**src/rtl/scan_tap_pkg.sv**
```systemverilog
`timescale 1ns/1ps
package scan_tap_pkg;

  typedef enum logic [3:0] {
    ST_RESET   = 4'd0,
    ST_IDLE    = 4'd1,
    ST_SEL_DR  = 4'd2,
    ST_CAP_DR  = 4'd3,
    ST_SH_DR   = 4'd4,
    ST_EX1_DR  = 4'd5,
    ST_PAU_DR  = 4'd6,
    ST_EX2_DR  = 4'd7,
    ST_UPD_DR  = 4'd8,
    ST_SEL_IR  = 4'd9,
    ST_CAP_IR  = 4'd10,
    ST_SH_IR   = 4'd11,
    ST_EX1_IR  = 4'd12,
    ST_PAU_IR  = 4'd13,
    ST_EX2_IR  = 4'd14,
    ST_UPD_IR  = 4'd15
  } tap_state_e;

  localparam int STATE_W = 4;

endpackage

```
**src/rtl/scan_tap_fsm.sv**
```systemverilog
`timescale 1ns/1ps
module scan_tap_fsm
  import scan_tap_pkg::*;
(
  input  logic       tck,
  input  logic       tap_rst,
  input  logic       tms,
  output tap_state_e state_q
);

  tap_state_e state_d;

  always_comb begin
    state_d = state_q;
    unique case (state_q)
      ST_RESET:  state_d = tms ? ST_RESET  : ST_IDLE;
      ST_IDLE:   state_d = tms ? ST_SEL_DR : ST_IDLE;
      ST_SEL_DR: state_d = tms ? ST_SEL_IR : ST_CAP_DR;
      ST_CAP_DR: state_d = tms ? ST_EX1_DR : ST_SH_DR;
      ST_SH_DR:  state_d = tms ? ST_EX1_DR : ST_SH_DR;
      ST_EX1_DR: state_d = tms ? ST_UPD_DR : ST_PAU_DR;
      ST_PAU_DR: state_d = tms ? ST_EX2_DR : ST_PAU_DR;
      ST_EX2_DR: state_d = tms ? ST_UPD_DR : ST_SH_DR;
      ST_UPD_DR: state_d = tms ? ST_SEL_DR : ST_IDLE;
      ST_SEL_IR: state_d = tms ? ST_RESET  : ST_CAP_IR;
      ST_CAP_IR: state_d = tms ? ST_EX1_IR : ST_SH_IR;
      ST_SH_IR:  state_d = tms ? ST_EX1_IR : ST_SH_IR;
      ST_EX1_IR: state_d = tms ? ST_UPD_IR : ST_PAU_IR;
      ST_PAU_IR: state_d = tms ? ST_EX2_IR : ST_PAU_IR;
      ST_EX2_IR: state_d = tms ? ST_UPD_IR : ST_SH_IR;
      ST_UPD_IR: state_d = tms ? ST_SEL_DR : ST_IDLE;
      default:   state_d = ST_RESET;
    endcase
  end

  always_ff @(posedge tck or posedge tap_rst) begin
    if (tap_rst) state_q <= ST_RESET;
    else         state_q <= state_d;
  end

endmodule

```
**src/rtl/scan_tap_ir.sv**
```systemverilog
`timescale 1ns/1ps
module scan_tap_ir
  import scan_tap_pkg::*;
#(
  parameter int              IR_W      = 4,
  parameter logic [IR_W-1:0] OP_EXTEST = '0,
  parameter logic [IR_W-1:0] OP_SAMPLE = {{(IR_W-1){1'b0}}, 1'b1},
  parameter logic [IR_W-1:0] OP_BYPASS = '1
)(
  input  logic            tck,
  input  logic            tap_rst,
  input  logic            tdi,
  input  tap_state_e      state_q,
  output logic            ir_lsb,
  output logic [IR_W-1:0] ir_value,
  output logic            sel_bsr,
  output logic            extest_mode
);

  localparam logic [IR_W-1:0] CAP_PAT = {{(IR_W-2){1'b0}}, 2'b01};

  logic [IR_W-1:0] shift_q;

  // Serial instruction path, rising edge
  always_ff @(posedge tck or posedge tap_rst) begin
    if (tap_rst) begin
      shift_q <= CAP_PAT;
    end else if (state_q == ST_CAP_IR) begin
      shift_q <= CAP_PAT;
    end else if (state_q == ST_SH_IR) begin
      shift_q <= {tdi, shift_q[IR_W-1:1]};
    end
  end

  // Instruction in force, falling edge
  always_ff @(negedge tck or posedge tap_rst) begin
    if (tap_rst) begin
      ir_value <= OP_BYPASS;
    end else if (state_q == ST_RESET) begin
      ir_value <= OP_BYPASS;
    end else if (state_q == ST_UPD_IR) begin
      ir_value <= shift_q;
    end
  end

  assign ir_lsb      = shift_q[0];
  assign extest_mode = (ir_value == OP_EXTEST);
  assign sel_bsr     = (ir_value == OP_EXTEST) || (ir_value == OP_SAMPLE);

endmodule

```
**src/rtl/scan_tap_dr.sv**
```systemverilog
`timescale 1ns/1ps
module scan_tap_dr
  import scan_tap_pkg::*;
(
  input  logic       tck,
  input  logic       tap_rst,
  input  logic       tdi,
  input  tap_state_e state_q,
  input  logic       sel_bsr,
  input  logic       ir_lsb,
  input  logic       chain_ret,
  output logic       tdo,
  output logic       tdo_en
);

  logic byp_q;

  always_ff @(posedge tck or posedge tap_rst) begin
    if (tap_rst) begin
      byp_q <= 1'b0;
    end else if (!sel_bsr) begin
      if (state_q == ST_CAP_DR)     byp_q <= 1'b0;
      else if (state_q == ST_SH_DR) byp_q <= tdi;
    end
  end

  always_ff @(negedge tck or posedge tap_rst) begin
    if (tap_rst) begin
      tdo    <= 1'b0;
      tdo_en <= 1'b0;
    end else begin
      tdo_en <= (state_q == ST_SH_IR) || (state_q == ST_SH_DR);
      if (state_q == ST_SH_IR)     tdo <= ir_lsb;
      else if (state_q == ST_SH_DR) tdo <= sel_bsr ? chain_ret : byp_q;
    end
  end

endmodule

```
**src/rtl/scan_tap.sv**
```systemverilog
`timescale 1ns/1ps
module scan_tap
  import scan_tap_pkg::*;
#(
  parameter int              IR_W      = 4,
  parameter logic [IR_W-1:0] OP_EXTEST = '0,
  parameter logic [IR_W-1:0] OP_SAMPLE = {{(IR_W-1){1'b0}}, 1'b1},
  parameter logic [IR_W-1:0] OP_BYPASS = '1
)(
  input  logic                tck,
  input  logic                tap_rst,
  input  logic                tms,
  input  logic                tdi,
  input  logic                chain_ret,
  output logic                tdo,
  output logic                tdo_en,
  output logic                chain_si,
  output logic                dr_capture,
  output logic                dr_shift,
  output logic                dr_update,
  output logic                sel_bsr,
  output logic                extest_mode,
  output logic [IR_W-1:0]     ir_value,
  output logic [STATE_W-1:0]  tap_state
);

  tap_state_e state_q;
  logic       ir_lsb;

  scan_tap_fsm u_fsm (
    .tck     (tck),
    .tap_rst (tap_rst),
    .tms     (tms),
    .state_q (state_q)
  );

  scan_tap_ir #(
    .IR_W      (IR_W),
    .OP_EXTEST (OP_EXTEST),
    .OP_SAMPLE (OP_SAMPLE),
    .OP_BYPASS (OP_BYPASS)
  ) u_ir (
    .tck         (tck),
    .tap_rst     (tap_rst),
    .tdi         (tdi),
    .state_q     (state_q),
    .ir_lsb      (ir_lsb),
    .ir_value    (ir_value),
    .sel_bsr     (sel_bsr),
    .extest_mode (extest_mode)
  );

  scan_tap_dr u_dr (
    .tck       (tck),
    .tap_rst   (tap_rst),
    .tdi       (tdi),
    .state_q   (state_q),
    .sel_bsr   (sel_bsr),
    .ir_lsb    (ir_lsb),
    .chain_ret (chain_ret),
    .tdo       (tdo),
    .tdo_en    (tdo_en)
  );

  assign tap_state  = state_q;
  assign chain_si   = tdi;
  assign dr_capture = (state_q == ST_CAP_DR);
  assign dr_shift   = (state_q == ST_SH_DR);
  assign dr_update  = (state_q == ST_UPD_DR);

endmodule

```
**config.mk**
```make
export PLATFORM = sky130hd
export DESIGN_NAME = scan_tap
export DESIGN_NICKNAME = d
export VERILOG_FILES = /design/src/rtl/scan_tap_pkg.sv /design/src/rtl/scan_tap_fsm.sv /design/src/rtl/scan_tap_ir.sv /design/src/rtl/scan_tap_dr.sv /design/src/rtl/scan_tap.sv
export SDC_FILE = /design/constraint.sdc
export NUM_CORES = 1
export LEC_CHECK = 0
export ABC_AREA = 1
export BUFFER_PORTS_ARGS = -buffer_cell sky130_fd_sc_hd__buf_2
export CORE_MARGIN = 1.5
export CORE_UTILIZATION = 40
export CTS_BUF_LIST = sky130_fd_sc_hd__clkbuf_8
export CTS_CLUSTER_SIZE = 16
export DETAILED_ROUTE_END_ITERATION = 6
export PLACE_DENSITY = 0.64
export SYNTH_ARGS = -nofsm -noshare
export SYNTH_HDL_FRONTEND = slang
export SYNTH_SLANG_ARGS = --single-unit
```
**constraint.sdc**
```tcl
create_clock -name tck -period 1.3 [get_ports tck]
set_input_delay 0.325 -clock tck [delete_from_list [all_inputs] [get_ports tck]]
set_output_delay 0.325 -clock tck [all_outputs]
set_load 0.005 [all_outputs]
```
Word level (Yosys, flattened, before mapping)
Cells that the tools add are included.
W data, S select, Z words.
- flip-flop bits (word level): 15
- input port bits: 5
- output and inout port bits: 16
- word-level logic and storage cells: 57
- equality and inequality tests: 16
- muxes and demuxes: 22
- bitwise logic cells: 1
- reductions and logical operators: 12
- operators by type and width (operator ; number):
    $pmux W4 S12 ; 1
    $eq A4 B4 Y1 const B ; 8
    $mux W4 ; 8
    $eq A4 B3 Y1 const B ; 4
    $eq A4 B1 Y1 const B ; 2
    $eq A4 B2 Y1 const B ; 2
    $logic_not A4 Y1 ; 2
    $mux W1 ; 8
    $reduce_bool A2 Y1 ; 4
    $mux W2 ; 3
    $mux W3 ; 2
    $reduce_or A2 Y1 ; 2
    $reduce_or A3 Y1 ; 1
    $logic_or A1 B1 Y1 ; 2
    $reduce_and A2 Y1 ; 1
    $not A1 Y1 ; 1

Longest topological paths before layout
- depth after elaboration: 5
- depth in mapped cells: 7
- gate-level depth less buffers: 7

Modules after synthesis
A second synthesis with hierarchy kept.
- cell total of the unflattened synthesis: 154
- area, all modules: 1026.0 µm²
- modules (own cells, without submodules) (module ; times used ; cells each ; area an instance (µm²) ; sequential area each (µm²)):
    scan_tap_ir ; 1 ; 52 ; 415.4 ; 206.4
    scan_tap_fsm ; 1 ; 60 ; 350.3 ; 100.1
    scan_tap_dr ; 1 ; 29 ; 207.7 ; 75.1
    scan_tap ; 1 ; 13 ; 52.6 ; 0.0

==> results.ini <==
[synthesis]
synth_edf_count=0
synth_top_cell_by_area=dfrtp_1
yosys-top-cells-area=dfrtp_1, dfstp_2, nand2_1
synth_top_area_share_pct=23.46
ys_seq_area_share_pct=44.72
syn_avg_cell_area_um2=7.356
yosys_warnings=0
yosysUniqueCellTypes=21
yosysMostFrequentCell=nand2_1
syn_nets=121
synth-async-reset-ratio_pct=100.0
syn_inst=116
synth_common_cells=nand2_1, inv_1, nand3_1, dfrtp_1, o21ai_0
synth_flop_cell=dfrtp_1
syn_area_um2=853.3
ys_seq_elements=15

[worst_setup_path]
crit-reg2reg-capture=u_dr.byp_q
cp.arrival_ns=1.88
r2r_cells=9
crit-reg2reg-launch=u_ir.ir_value[1]
crit_path_end_kind=output pin
critPathKind=reg -> out
regToRegSetupSlack_ns=-0.81
worstSetupStartpointType=flip-flop
cp.required_ns=0.98
cp_max_fo=3

[layout]
area_growth_pct=106.2
drive_above_1_share_pct=67.01
layout.cells.non_filler=224
finalCoreUtilization_pct=88.76
antenna_cells=0
nets=203

[power_and_ir_drop]
switching_share_pct=41.75
p_leak_nw=0.9896
p_clk_share_pct=10.6
p_total_w=0.004468
switching_power_w=0.001866
power.density_nw_per_um2=2540
power_frac_seq_pct=21.5
ir_drop_mv=1.957
comb_power_share_pct=67.9
p_int_w=0.002603

[global_route]
grt_max_degree=9
grt_pass1_vias=1073
overflow=0
grt_pass1_wl_um=5106
antenna_found_initial=0
grt_util_all_layers_pct=28.42

[timing]
finalSetupTns_ns=-11.46
fin_skew_ns=0.09047
worst_slack_ns=-0.9012
slew_violations=0
maxSlewHeadroom_pct=75.73
hold_viol_final=0
rsz0062_at_grt=true
tightestPinTransition_ns=0.3627
report.final.setup_viol=25

[die]
initial_utilization_pct=43.06
row_count=16
core_um2=1982
die_x_um=49.19
dieArea_um2=2419
fp.dieH_um=49.19
io_pins=21

[cts]
clock-sinks=15
cts_root_buf=clkbuf_8
cts-buffers-inserted=3
clock_latency_ns=0.35
clk_pin_slew_ns=0.08
clk_path_buf_depth=2
cts-htree-levels=1
cts_tree=yes

[placed_design]
place_inst=189
detailed_place_hpwl_um=1782
pre_cts_ws_ns=-0.5302
place.gp.congestion=0.9126
port_buffers=20

[outcome]
failed_checks=setup timing
run_status=finished with violations

[drt]
drtIter0Drc=53
dr_total_vias=1172
first_pass_iters=4
route.detailed.drc=0
totalWireLength_um=3835
antenna_left=0
viasPerCell=5.232
wl_per_cell_um=17.12

[worst_hold_path]
holdCritPathClass=in -> async

[job]
drv_cap=0

registers in the layout, summed over array words and instances (netlist names):
register	flops
u_ir.ir_value	4
u_dr.byp_q	1
u_fsm.state_q	4
u_ir.shift_q	4
u_dr.tdo_en	1
u_dr.tdo	1
worst max path at each step:
stage | slack [ns] | from | endpoint
after global placement | -0.50 | u_ir.ir_value[1] | sel_bsr
after CTS | -0.83 | u_ir.ir_value[1] | sel_bsr
after global routing | -0.90 | u_ir.ir_value[1] | sel_bsr
after detailed placement | -0.53 | u_ir.ir_value[1] | sel_bsr
after floorplan | -0.43 | u_fsm.state_q[3] | u_dr.tdo
final | -0.90 | u_ir.ir_value[1] | sel_bsr
critical path, stage by stage (launching register included):
cell and delay [ns]:
dfstp_2 0.56, inv_2 0.06, nand3_4 0.09, inv_2 0.05
buf_2 0.12
power by group through the flow:
stage | Clock, W | Sequential, W | Combinational [W]
2_1_floorplan | 0.0000239 | 0.000921 | 0.000785
6_report | 0.000475 | 0.000961 | 0.00303
4_1_cts | 0.000443 | 0.000909 | 0.00233
5_1_grt | 0.000489 | 0.000973 | 0.00321
3_5_place_dp | 0.0000239 | 0.000907 | 0.00157
3_3_place_gp | 0.0000239 | 0.000890 | 0.00154
layer usage:
layer  up-vias  global-route usage [%]  wire (um)
met3        17                   3.988        218
li1        528                       -          -
met2        67                   48.42       1995
met4         0                   14.29        171
met1       560                   34.85       1449
met5         -                       0          0
stage by stage:
| stage | hold WS (ns) | instance area [um2] |
|---|---|---|
| after floorplan | 0.2227 | 872.1 |
| after global placement | 0.2554 | 1201 |
| after detailed placement | 0.2655 | 1201 |
| after CTS | 0.2196 | 1539 |
| after global routing | 0.2772 | 1759 |
| final | 0.2323 | 1759 |
cell usage in the layout (no fill, tap or decap), types with 4 or more instances in the layout:
master	n
a21oi_1	4
buf_2	13
buf_4	33
buf_6	27
dfrtp_1	5
dfstp_2	5
inv_1	16
inv_2	13
nand2_1	19
nand2_2	6
nand2_4	8
nor2_4	5
repair_timing:
item / 4_1_cts / 5_1_grt
hold buffers: 1 / 0
hold endpoints to repair: 1 / 0
setup endpoints to repair: 20 / 28
gates resized for setup: 40 / 38
buffers inserted: 17 / 16
pin swaps: 10 / 17
final cells by class:
class	count	area, um2
clock buffers	3	41.29
clock inverters	5	18.77
inverters	24	90.09
repair buffers	75	646.9
fillers	78	222.7
well taps	27	33.78
flip-flops and latches	15	385.4
multi-input cells	75	543.0
kinds of logic (layout without fill, tap and decap cells):
family | Yosys count | in the layout | share of synthesized area, %
AOI/OAI and AO/OA | 19 | 19 | 12.32
buffers and inverters | 26 | 107 | 11.88
DFF | 15 | 15 | 44.72
and+or+nand+nor | 56 | 56 | 31.08
Note: power is estimated with default switching activity, not from simulation.
